$ cat src/rtl/irqack_pkg.sv
package irqack_pkg;

  // Pending-register bit positions; reply byte 0 is compared against these.
  localparam int BIT_POLL = 2;
  localparam int BIT_TICK = 3;
  localparam int BIT_BUS  = 4;

  localparam logic [7:0] RESET_MASK = 8'h18;
  localparam logic [7:0] BUS_FLAGS  = 8'h14;

  // Status bytes written at the head of an explicit-request buffer.
  localparam logic [7:0] ST_OK   = 8'h01;
  localparam logic [7:0] ST_FAIL = 8'h00;

  typedef enum logic {
    CMD_ACK     = 1'b0,
    CMD_SETMASK = 1'b1
  } cmd_e;

endpackage

$ cat src/rtl/irqack_tick_div.sv
module irqack_tick_div #(
  parameter int unsigned DIV = 100_000_000
) (
  input  logic clk,
  input  logic rst_n,
  output logic tick_stb
);

  localparam int unsigned CW = (DIV > 1) ? $clog2(DIV) : 1;
  localparam logic [CW-1:0] LAST = CW'(DIV - 1);

  logic [CW-1:0] cnt_q, cnt_d;

  assign tick_stb = (cnt_q == LAST);

  always_comb begin
    if (tick_stb) cnt_d = '0;
    else          cnt_d = cnt_q + CW'(1);
  end

  always_ff @(posedge clk or negedge rst_n) begin
    if (!rst_n) cnt_q <= '0;
    else        cnt_q <= cnt_d;
  end

endmodule

$ cat src/rtl/irqack_pend_regs.sv
module irqack_pend_regs
  import irqack_pkg::*;
(
  input  logic       clk,
  input  logic       rst_n,
  input  logic       tick,
  input  logic       ack_ok,
  input  logic       mask_wr,
  input  logic [7:0] mask_val,
  input  logic       req_done,
  input  logic       poll_valid,
  input  logic       poll_len_nz,
  output logic [7:0] pend,
  output logic [7:0] mask,
  output logic       poll_load,
  output logic       irq_n
);

  logic [7:0] pend_q, pend_d, mask_q, mask_d;
  logic [7:0] set_v, clr_v;
  logic       pend_en, irq_n_q, irq_n_d;

  // Autopoll is refused while a bus event waits, or when an explicit reply wins.
  assign poll_load = poll_valid & poll_len_nz & ~pend_q[BIT_BUS] & ~req_done;

  always_comb begin
    set_v           = '0;
    set_v[BIT_TICK] = tick;
    set_v[BIT_BUS]  = req_done | poll_load;
    set_v[BIT_POLL] = poll_load;

    clr_v = '0;
    if (ack_ok) clr_v = pend_q[BIT_BUS] ? BUS_FLAGS : 8'hFF;

    pend_en = ack_ok | (|set_v);
    pend_d  = (pend_q & ~clr_v) | set_v;
    mask_d  = mask_wr ? mask_val : mask_q;
    irq_n_d = ~|(pend_d & mask_d);
  end

  always_ff @(posedge clk or negedge rst_n) begin
    if (!rst_n) begin
      pend_q  <= '0;
      mask_q  <= RESET_MASK;
      irq_n_q <= 1'b1;
    end else begin
      if (pend_en) pend_q <= pend_d;
      if (mask_wr) mask_q <= mask_d;
      irq_n_q <= irq_n_d;
    end
  end

  assign pend  = pend_q;
  assign mask  = mask_q;
  assign irq_n = irq_n_q;

endmodule

$ cat src/rtl/irqack_reply_buf.sv
module irqack_reply_buf
  import irqack_pkg::*;
#(
  parameter int unsigned DEPTH = 8,
  parameter int unsigned LEN_W = 4
) (
  input  logic                 clk,
  input  logic                 rst_n,
  input  logic                 req_done,
  input  logic [LEN_W-1:0]     req_len,
  input  logic [(DEPTH-2)*8-1:0] req_data,
  input  logic                 poll_load,
  input  logic [LEN_W-1:0]     poll_len,
  input  logic [DEPTH*8-1:0]   poll_data,
  input  logic                 flush,
  output logic [DEPTH*8-1:0]   buf_bytes,
  output logic [LEN_W-1:0]     buf_size
);

  localparam int unsigned PAY = DEPTH - 2;

  logic [LEN_W-1:0]   req_n, poll_n, size_q, size_d;
  logic [DEPTH*8-1:0] bytes_q, bytes_d, req_img, poll_img;
  logic               load, size_en;

  assign req_n  = (req_len  > LEN_W'(PAY))   ? LEN_W'(PAY)   : req_len;
  assign poll_n = (poll_len > LEN_W'(DEPTH)) ? LEN_W'(DEPTH) : poll_len;
  assign load   = req_done | poll_load;

  // Per-byte images of both load formats.
  for (genvar i = 0; i < DEPTH; i++) begin : g_byte
    if (i == 0) begin : g_head
      assign req_img[i*8 +: 8] = (req_n == '0) ? ST_FAIL : ST_OK;
    end else if (i == 1) begin : g_len
      assign req_img[i*8 +: 8] = (req_n == '0) ? 8'h00 : 8'(req_n);
    end else begin : g_pay
      assign req_img[i*8 +: 8] = (LEN_W'(i - 2) < req_n) ? req_data[(i-2)*8 +: 8] : 8'h00;
    end
    assign poll_img[i*8 +: 8] = (LEN_W'(i) < poll_n) ? poll_data[i*8 +: 8] : 8'h00;
  end

  always_comb begin
    bytes_d = req_done ? req_img : poll_img;
    size_en = load | flush;
    if (req_done)       size_d = (req_n == '0) ? LEN_W'(1) : req_n + LEN_W'(2);
    else if (poll_load) size_d = poll_n;
    else                size_d = '0;
  end

  always_ff @(posedge clk or negedge rst_n) begin
    if (!rst_n) begin
      bytes_q <= '0;
      size_q  <= '0;
    end else begin
      if (load)    bytes_q <= bytes_d;
      if (size_en) size_q  <= size_d;
    end
  end

  assign buf_bytes = bytes_q;
  assign buf_size  = size_q;

endmodule

$ cat src/rtl/irqack_reply_fmt.sv
module irqack_reply_fmt
  import irqack_pkg::*;
#(
  parameter int unsigned DEPTH = 8,
  parameter int unsigned LEN_W = 4,
  parameter int unsigned RSP_W = 4
) (
  input  logic                   clk,
  input  logic                   rst_n,
  input  logic                   ack_ok,
  input  logic [7:0]             pend,
  input  logic [DEPTH*8-1:0]     buf_bytes,
  input  logic [LEN_W-1:0]       buf_size,
  output logic                   rsp_valid,
  output logic [RSP_W-1:0]       rsp_len,
  output logic [(DEPTH+1)*8-1:0] rsp_data
);

  logic                   bus_sel, valid_q;
  logic [RSP_W-1:0]       len_q, len_d;
  logic [(DEPTH+1)*8-1:0] data_q, data_d;

  assign bus_sel = pend[BIT_BUS];

  assign data_d[7:0] = bus_sel ? (pend & BUS_FLAGS) : pend;
  for (genvar k = 1; k <= DEPTH; k++) begin : g_tail
    assign data_d[k*8 +: 8] = (bus_sel && (LEN_W'(k - 1) < buf_size))
                              ? buf_bytes[(k-1)*8 +: 8] : 8'h00;
  end

  always_comb begin
    if (bus_sel) len_d = RSP_W'(buf_size) + RSP_W'(1);
    else         len_d = RSP_W'(1);
  end

  always_ff @(posedge clk or negedge rst_n) begin
    if (!rst_n) begin
      valid_q <= 1'b0;
      len_q   <= '0;
      data_q  <= '0;
    end else begin
      valid_q <= ack_ok;
      if (ack_ok) begin
        len_q  <= len_d;
        data_q <= data_d;
      end
    end
  end

  assign rsp_valid = valid_q;
  assign rsp_len   = len_q;
  assign rsp_data  = data_q;

endmodule

$ cat src/rtl/irq_ack_ctrl.sv
module irq_ack_ctrl
  import irqack_pkg::*;
#(
  parameter int unsigned CLK_FREQ_HZ = 100_000_000,
  parameter int unsigned BUF_DEPTH   = 8,
  localparam int unsigned LEN_W = $clog2(BUF_DEPTH + 1),
  localparam int unsigned RSP_W = $clog2(BUF_DEPTH + 2)
) (
  input  logic                       clk,
  input  logic                       rst_n,
  input  logic                       cmd_valid,
  input  logic                       cmd_sel,
  input  logic [3:0]                 cmd_argc,
  input  logic [7:0]                 cmd_arg,
  input  logic                       req_done,
  input  logic [LEN_W-1:0]           req_len,
  input  logic [(BUF_DEPTH-2)*8-1:0] req_data,
  input  logic                       poll_valid,
  input  logic [LEN_W-1:0]           poll_len,
  input  logic [BUF_DEPTH*8-1:0]     poll_data,
  output logic                       irq_n,
  output logic                       rsp_valid,
  output logic [RSP_W-1:0]           rsp_len,
  output logic [(BUF_DEPTH+1)*8-1:0] rsp_data
);

  // Reset: asserted asynchronously, released through two flops.
  logic rs1_q, rst_int_n;
  always_ff @(posedge clk or negedge rst_n) begin
    if (!rst_n) begin
      rs1_q     <= 1'b0;
      rst_int_n <= 1'b0;
    end else begin
      rs1_q     <= 1'b1;
      rst_int_n <= rs1_q;
    end
  end

  logic                   tick_stb, ack_ok, mask_wr, poll_load;
  logic [7:0]             pend, mask;
  logic [BUF_DEPTH*8-1:0] buf_bytes;
  logic [LEN_W-1:0]       buf_size;

  assign ack_ok  = cmd_valid && (cmd_e'(cmd_sel) == CMD_ACK)     && (cmd_argc == 4'd0);
  assign mask_wr = cmd_valid && (cmd_e'(cmd_sel) == CMD_SETMASK) && (cmd_argc == 4'd1);

  irqack_tick_div #(.DIV(CLK_FREQ_HZ)) tick_i (
    .clk(clk), .rst_n(rst_int_n), .tick_stb(tick_stb)
  );

  irqack_pend_regs pend_i (
    .clk(clk), .rst_n(rst_int_n), .tick(tick_stb), .ack_ok(ack_ok),
    .mask_wr(mask_wr), .mask_val(cmd_arg), .req_done(req_done),
    .poll_valid(poll_valid), .poll_len_nz(poll_len != '0),
    .pend(pend), .mask(mask), .poll_load(poll_load), .irq_n(irq_n)
  );

  irqack_reply_buf #(.DEPTH(BUF_DEPTH), .LEN_W(LEN_W)) buf_i (
    .clk(clk), .rst_n(rst_int_n), .req_done(req_done), .req_len(req_len),
    .req_data(req_data), .poll_load(poll_load), .poll_len(poll_len),
    .poll_data(poll_data), .flush(ack_ok & pend[BIT_BUS]),
    .buf_bytes(buf_bytes), .buf_size(buf_size)
  );

  irqack_reply_fmt #(.DEPTH(BUF_DEPTH), .LEN_W(LEN_W), .RSP_W(RSP_W)) fmt_i (
    .clk(clk), .rst_n(rst_int_n), .ack_ok(ack_ok), .pend(pend),
    .buf_bytes(buf_bytes), .buf_size(buf_size), .rsp_valid(rsp_valid),
    .rsp_len(rsp_len), .rsp_data(rsp_data)
  );

  logic unused_mask;
  assign unused_mask = ^mask;

endmodule

$ cat config.mk
export PLATFORM = sky130hd
export DESIGN_NAME = irq_ack_ctrl
export DESIGN_NICKNAME = d
export VERILOG_FILES = /design/src/rtl/irqack_pkg.sv /design/src/rtl/irqack_tick_div.sv /design/src/rtl/irqack_pend_regs.sv /design/src/rtl/irqack_reply_buf.sv /design/src/rtl/irqack_reply_fmt.sv /design/src/rtl/irq_ack_ctrl.sv
export SDC_FILE = /design/constraint.sdc
export NUM_CORES = 1
export LEC_CHECK = 0
export BUFFER_PORTS_ARGS = -buffer_cell sky130_fd_sc_hd__buf_2
export CORE_MARGIN = 3
export CORE_UTILIZATION = 53
export DETAILED_ROUTE_END_ITERATION = 7
export PLACE_DENSITY = 0.8
export SETUP_SLACK_MARGIN = 0.15
export SYNTH_ARGS = -nofsm -noshare
export SYNTH_HDL_FRONTEND = slang
export SYNTH_HIERARCHICAL = 1
export SYNTH_SLANG_ARGS = --single-unit
$ cat constraint.sdc
create_clock -name clk -period 7.15 [get_ports clk]
set_input_delay 1.0725 -clock clk [delete_from_list [all_inputs] [get_ports clk]]
set_output_delay 1.0725 -clock clk [all_outputs]
set_load 0.01 [all_outputs]
== Word level (Yosys, flattened, before mapping) ==
Index checks and enable logic that the tools add are counted.

* Flip-flop bits (word level): 191
* Output and inout port bits: 78
* Logic and storage cells: 108
* Bits of input ports: 138

* Bitwise logic cells: 14
* Add/subtract/negate cells: 3
* Magnitude comparators: 24
* Reductions and logical operators: 18
* Mux-type cells: 36
* Equal/unequal tests: 2

{| class="wikitable"
|+ Operators with widths
! operator !! number
|-
| 8-bit two-way mux || 26
|-
| 64-bit two-way mux || 1
|-
| 3-bit by 4-bit < comparator with 1-bit output, first input constant || 10
|-
| 4-bit two-way mux || 7
|-
| 27-bit by 1-bit adder with 27-bit output, second input constant || 1
|-
| 27-bit equality test, second input constant || 1
|-
| 27-bit two-way mux || 1
|-
| 1-bit by 4-bit < comparator with 1-bit output, first input constant || 6
|-
| 2-bit by 4-bit < comparator with 1-bit output, first input constant || 6
|-
| 8-bit bitwise AND || 2
|-
| 1-bit logical AND || 12
|-
| 4-bit zero test || 2
|-
| 8-bit NOT || 1
|-
| 8-bit by 5-bit bitwise OR with 8-bit output || 1
|-
| 8-bit OR reduction || 1
|-
| 4-bit by 1-bit adder with 4-bit output, second input constant || 1
|-
| 4-bit by 2-bit adder with 4-bit output, second input constant || 1
|-
| 1-bit bitwise AND || 4
|-
| 4-bit by 1-bit equality test with 1-bit output, second input constant || 1
|-
| 4-bit by 3-bit > comparator with 1-bit output, second input constant || 1
|-
| 4-bit > comparator, second input constant || 1
|-
| 4-bit nonzero test || 1
|-
| 1-bit NOT || 3
|-
| 1-bit bitwise OR || 3
|-
| 3 further kinds || 3
|}

== Logic depth before layout (Yosys ltp) ==
* Word-level depth: 10
* Depth in mapped cells: 8
* Depth with buffers taken out: 7

== Cells and area by module ==
The synthesis kept the hierarchy.

{| class="wikitable"
|+ By module, submodules not included
! module !! cells each !! instances !! seq. area each (um^2) !! area each (um^2)
|-
| irqack_reply_buf || 275 || 1 || 1,701.6 || 3,041.7
|-
| irqack_reply_fmt || 213 || 1 || 1,926.8 || 2,976.6
|-
| irqack_tick_div || 134 || 1 || 675.6 || 1,332.5
|-
| irqack_pend_regs || 45 || 1 || 429.2 || 670.6
|-
| irq_ack_ctrl || 9 || 1 || 50.0 || 98.8
|}

== Worst setup path before layout ==
Ideal clock, no wire load.

* Kind: input to register
* Start point: input port poll_len[1]
* End point: register buf_i.bytes_q[3] (netlist: buf_i/buf_bytes[3])
* Arrival time: 2.748 ns
* Required time: 7.083 ns
* Cell stages on the path: 7
* Buffers on the path: 3
* Library setup time: 0.067 ns
* Path slack: 4.335 ns
* Cells stage by stage: or4_1 nor4bb_1 clkbuf_1 nor2_1 clkbuf_1 clkbuf_1 a22o_1

* Cells in the longest elaborated chain, start to end: 5
* Elaborated cells between the ends (all ways): 10
* Those cells by class: 2 x order compare; 3 x mux; 4 x bitwise; 1 x reduce/logical

{| class="wikitable"
|+ RTL lines
! item !! RTL line !! RTL
|-
| from (decl) || irq_ack_ctrl.sv:19 || <nowiki>input logic [LEN_W-1:0] poll_len,</nowiki>
|-
| 4-bit nonzero test || irq_ack_ctrl.sv:54 || <nowiki>.poll_valid(poll_valid), .poll_len_nz(poll_len != '0),</nowiki>
|-
| 1-bit bitwise AND (3 in series) || irqack_pend_regs.sv:24 || <nowiki>assign poll_load = poll_valid & poll_len_nz & ~pend_q[BIT_BUS] & ~req_done;</nowiki>
|-
| via poll_load || irq_ack_ctrl.sv:39 || <nowiki>logic tick_stb, ack_ok, mask_wr, poll_load;</nowiki>
|-
| 1-bit bitwise OR || irqack_reply_buf.sv:28 || <nowiki>assign load = req_done | poll_load;</nowiki>
|-
| to (signal assigned) || irqack_reply_buf.sv:55 || <nowiki>if (load) bytes_q <= bytes_d;</nowiki>
|-
| to (decl) || irqack_reply_buf.sv:23 || <nowiki>logic [DEPTH*8-1:0] bytes_q, bytes_d, req_img, poll_img;</nowiki>
|}

The timed path passes the listed nets, and every way through them passes these cells.
A chain may end at the register's enable or synchronous reset.

== Worst setup path after layout ==
* Start point: input port poll_len[1]
* End point: register buf_i.bytes_q[52] (netlist: buf_i/buf_bytes[52])

The elaborated chain is that of the path after synthesis.

==> impl_metrics.csv <==
group,metric,value,unit
outcome,status,"complete, no violations",
pwr,ir_worst_vdd,0.166,mV
critical_path,cp_data_arrival_time,3300,ps
yosys,ys_seq_area_share,58.9,%
critical_path,worstPathMaxFanout,48,
cells_and_area,final_cells,1072,
clock_tree,cts_buffer_depth,2,
clock_tree,cts_made_buffers,17,
timing,timing.fmax,0.341,GHz
yosys,ys_ff_latch,191,
floorplanning,fp.dieArea,16800,um2
critical_path,required,7510,ps
timing,relSlewSlack,20.9,%
critical_path,ff2ff_setup_slack,4890,ps
critical_path,crit_type,"in -> reg",
grt,antenna_found_initial,0,
drt,drtAntennaViolNets,0,
placed_design,place_inst,1041,
critical_path,end_kind,"flip-flop",
drt,drc,0,
floorplanning,ios,216,
grt,grt_overflow,0,
yosys,syn-cell-area,8120,um2
clock_tree,postCtsHoldBufs,0,
yosys,ys.flop_type,"dfrtp_1",
timing,finalCritPeriodShare,41.0,%
yosys,synth_edf_count,0,
critical_path,startpoint_type,"input pin",
drt,first_iter_violations,558,
drt,wl_met3,1110,um
timing,finalSetupViolations,0,
clock_tree,htree_levels,4,
yosys,postSynthAreaPerCell,12.0,um2
placed_design,port-buffer-count,215,
drt,viasPerCell,5.99,
timing,slew_viol_final,0,
min_path,hold_path.class,"reg -> reg",
clock_tree,cts_setup_buffers,0,
grt,grt_pass1_wl,31000,um
timing,period_needed,2930,ps
drt,finalWirelength,20000,um
critical_path,worstReg2RegEnd,"buf_i/buf_bytes[0]",
drt,drt-wirelength-per-cell,18.6,um
timing,finClkSkew,9.16,ps
yosys,async_flop_share,100,%
cells_and_area,drive_gt1_share,33.0,%
critical_path,reg2regPathDepth,5,
flow_run,max_cap_violations,0,
pwr,leakagePower,0.00482,uW
grt,grt_pass1_vias,6046,
yosys,yosysWarnings,6,
clock_tree,cts-resized-gates,0,
floorplanning,std_cell_rows,44,
yosys,yosysUniqueCellTypes,68,
drt,routed.top_layer,"met4",
cells_and_area,syn_to_final_growth,20.9,%
yosys,syn-num-nets,819,
timing,tightest_slew,1190,ps
timing,rsz0062_at_grt,"no",
placed_design,post_dp_cell_area,9270,um2
clock_tree,clk_latency,430,ps
timing,setup_tns,0,ps
min_path,holdCritStartpoint,"rs1_q",
placed_design,gp_congestion,0.882,
floorplanning,dieHeight,130,um
cells_and_area,fillCellCount,1169,
timing,hold_ws,358,ps
min_path,hold_depth,0,
cells_and_area,final_cell_area,9820,um2
min_path,hold-path-endpoint,"rst_int_n",
drt,wl_met1,8640,um
clock_tree,root_buffer,"clkbuf_16",
drt,dr_total_vias,6417,
grt,grtUsageTotal,23.6,%
drt,dr_wl_met2,9820,um
floorplanning,core_area,14800,um2
clock_tree,cts.sinks,191,
drt,firstDrtPassIters,5,
floorplanning,die-width,130,um
clock_tree,path_clk_slew,70,ps
yosys,synthCells,676,
timing,finalHoldViolations,0,
clock_tree,cts_tree,"yes",
placed_design,dp_hpwl,14300,um
floorplanning,initial_core_util,55.0,%
cells_and_area,fin_nets,1019,
pwr,power_density,249,nW/um2
critical_path,crit-reg2reg-launch,"pend_i/pend[4]",
grt,grt_max_degree,70,
cells_and_area,n_antenna_cell,0,
==> sequential cells by signal, summed over array words and instances, names as in the netlist, 4 cells and up <==
| name | flops |
|---|---|
| buf_i/buf_bytes | 64 |
| pend_i/pend | 8 |
| tick_i/cnt_q | 27 |
| buf_i/buf_size | 4 |
| pend_i/mask | 8 |
| fmt_i/rsp_len | 4 |
| fmt_i/rsp_data | 72 |
==> synth_stat cells (all sizes together), types with 2 or more instances <==
master | number | share of area, %
nor4b | 2 | 0.29
and2 | 16 | 1.3
a211oi | 2 | 0.25
o2bb2ai | 10 | 1.1
a32oi | 17 | 1.8
mux2 | 9 | 1.3
o211ai | 2 | 0.18
nor4 | 2 | 0.15
nand2 | 27 | 1.3
nor2b | 2 | 0.15
nand3 | 13 | 0.80
and3 | 22 | 1.8
buf | 14 | 1.5
a221oi | 8 | 0.86
or3 | 4 | 0.32
or2 | 3 | 0.23
a31oi | 2 | 0.15
nand2b | 4 | 0.31
or4 | 8 | 0.83
o31ai | 5 | 0.46
a22o | 68 | 7.3
a221o | 29 | 3.6
o21ai | 16 | 0.99
xnor2 | 9 | 0.97
nand4 | 8 | 0.69
dfrtp | 188 | 58
nand3b | 6 | 0.55
ha | 5 | 0.77
a21o | 4 | 0.39
clkbuf | 25 | 1.2
a21oi | 37 | 2.7
xor2 | 6 | 0.65
a22oi | 4 | 0.37
nor2 | 53 | 2.9
dfstp | 3 | 0.97
inv | 20 | 0.92
nor3 | 8 | 0.55
==> worst max-delay path by stage <==
stage	startpoint	endpoint	slack, ps	cells past startpoint
6_report	poll_len[1]	buf_i/buf_bytes[52]	4220	7
2_1_floorplan	rst_int_n	buf_i/buf_bytes[0]	1440	0
3_3_place_gp	poll_len[1]	buf_i/buf_bytes[49]	3820	7
3_5_place_dp	poll_len[1]	buf_i/buf_bytes[52]	3760	7
4_1_cts	poll_len[1]	buf_i/buf_bytes[52]	4230	7
5_1_grt	poll_len[1]	buf_i/buf_bytes[52]	4020	7
==> layer usage <==
metal  vias to the layer above  GRT usage [%]
met2                       226           38.2
met1                      3216           32.4
li1                       2947              -
met5                         -              0
met3                        28           4.67
met4                         0           8.07
==> cell families (layout without fill, tap and decap cells) <==
group | after synthesis | count (layout) | share of synthesized area, %
multiplexers | 9 | 9 | 1.29
flip-flops | 191 | 191 | 58.9
other | 1 | 1 | 0.0462
buffers and inverters | 60 | 272 | 3.59
adder cells (fa/ha/maj) | 5 | 5 | 0.770
XOR/XNOR | 15 | 15 | 1.62
AO/OA/AOI/OAI | 213 | 213 | 21.1
AND/OR/NAND/NOR | 182 | 182 | 12.6
==> where the power goes <==
part | internal, uW | switching (uW)
logic | 153 | 165
clock network | 461 | 417
registers | 1180 | 65.9
==> through the flow <==
stage          setup slack, ps  utilization, %  total power (uW)
5_1_grt                   4020            66.5              2550
3_5_place_dp              3760            62.9              1590
6_report                  4220            66.5              2440
2_1_floorplan             1440               -              1440
4_1_cts                   4230            66.5              2460
3_3_place_gp              3820            62.9              1580
==> layout make-up <==
cell class / count / area (um2) / area share [%]
Clock buffer: 19 / 443 / 4.51
Multi-Input combinational cell: 425 / 3060 / 31.2
Timing Repair Buffer: 220 / 1110 / 11.3
Clock inverter: 12 / 98.8 / 1.01
Tap cell: 184 / 230 / 2.35
Inverter: 21 / 78.8 / 0.803
Sequential cell: 191 / 4790 / 48.8
==> worst max-delay path, cell delays in order <==
cell      delay, ps
buf_2           130
or4_1           540
nor4bb_2        180
buf_4           210
nor2_4          780
and2_1          250
a221o_1         110
==> cells in the final DEF, fill, tap and decap left out, types with 3 or more instances in the layout <==
master / count
a21o_1: 3
a21oi_1: 34
a21oi_4: 3
a221o_1: 29
a221oi_1: 8
a22o_1: 68
a22oi_1: 4
a32oi_1: 17
and2_1: 15
and3_1: 21
buf_2: 215
buf_4: 5
clkbuf_16: 17
clkinvlp_4: 3
dfrtp_1: 187
dfstp_2: 3
ha_1: 5
inv_1: 18
inv_6: 5
mux2_2: 8
nand2_1: 26
nand2b_1: 4
nand3_1: 13
nand3b_1: 6
nand4_1: 7
nor2_1: 47
nor2_4: 6
nor3_1: 6
o21ai_0: 16
o2bb2ai_1: 10
o31ai_1: 5
or2_2: 3
or3_1: 3
or4_1: 6
xnor2_1: 9
xor2_1: 6
(Power assumes the default switching activity.)
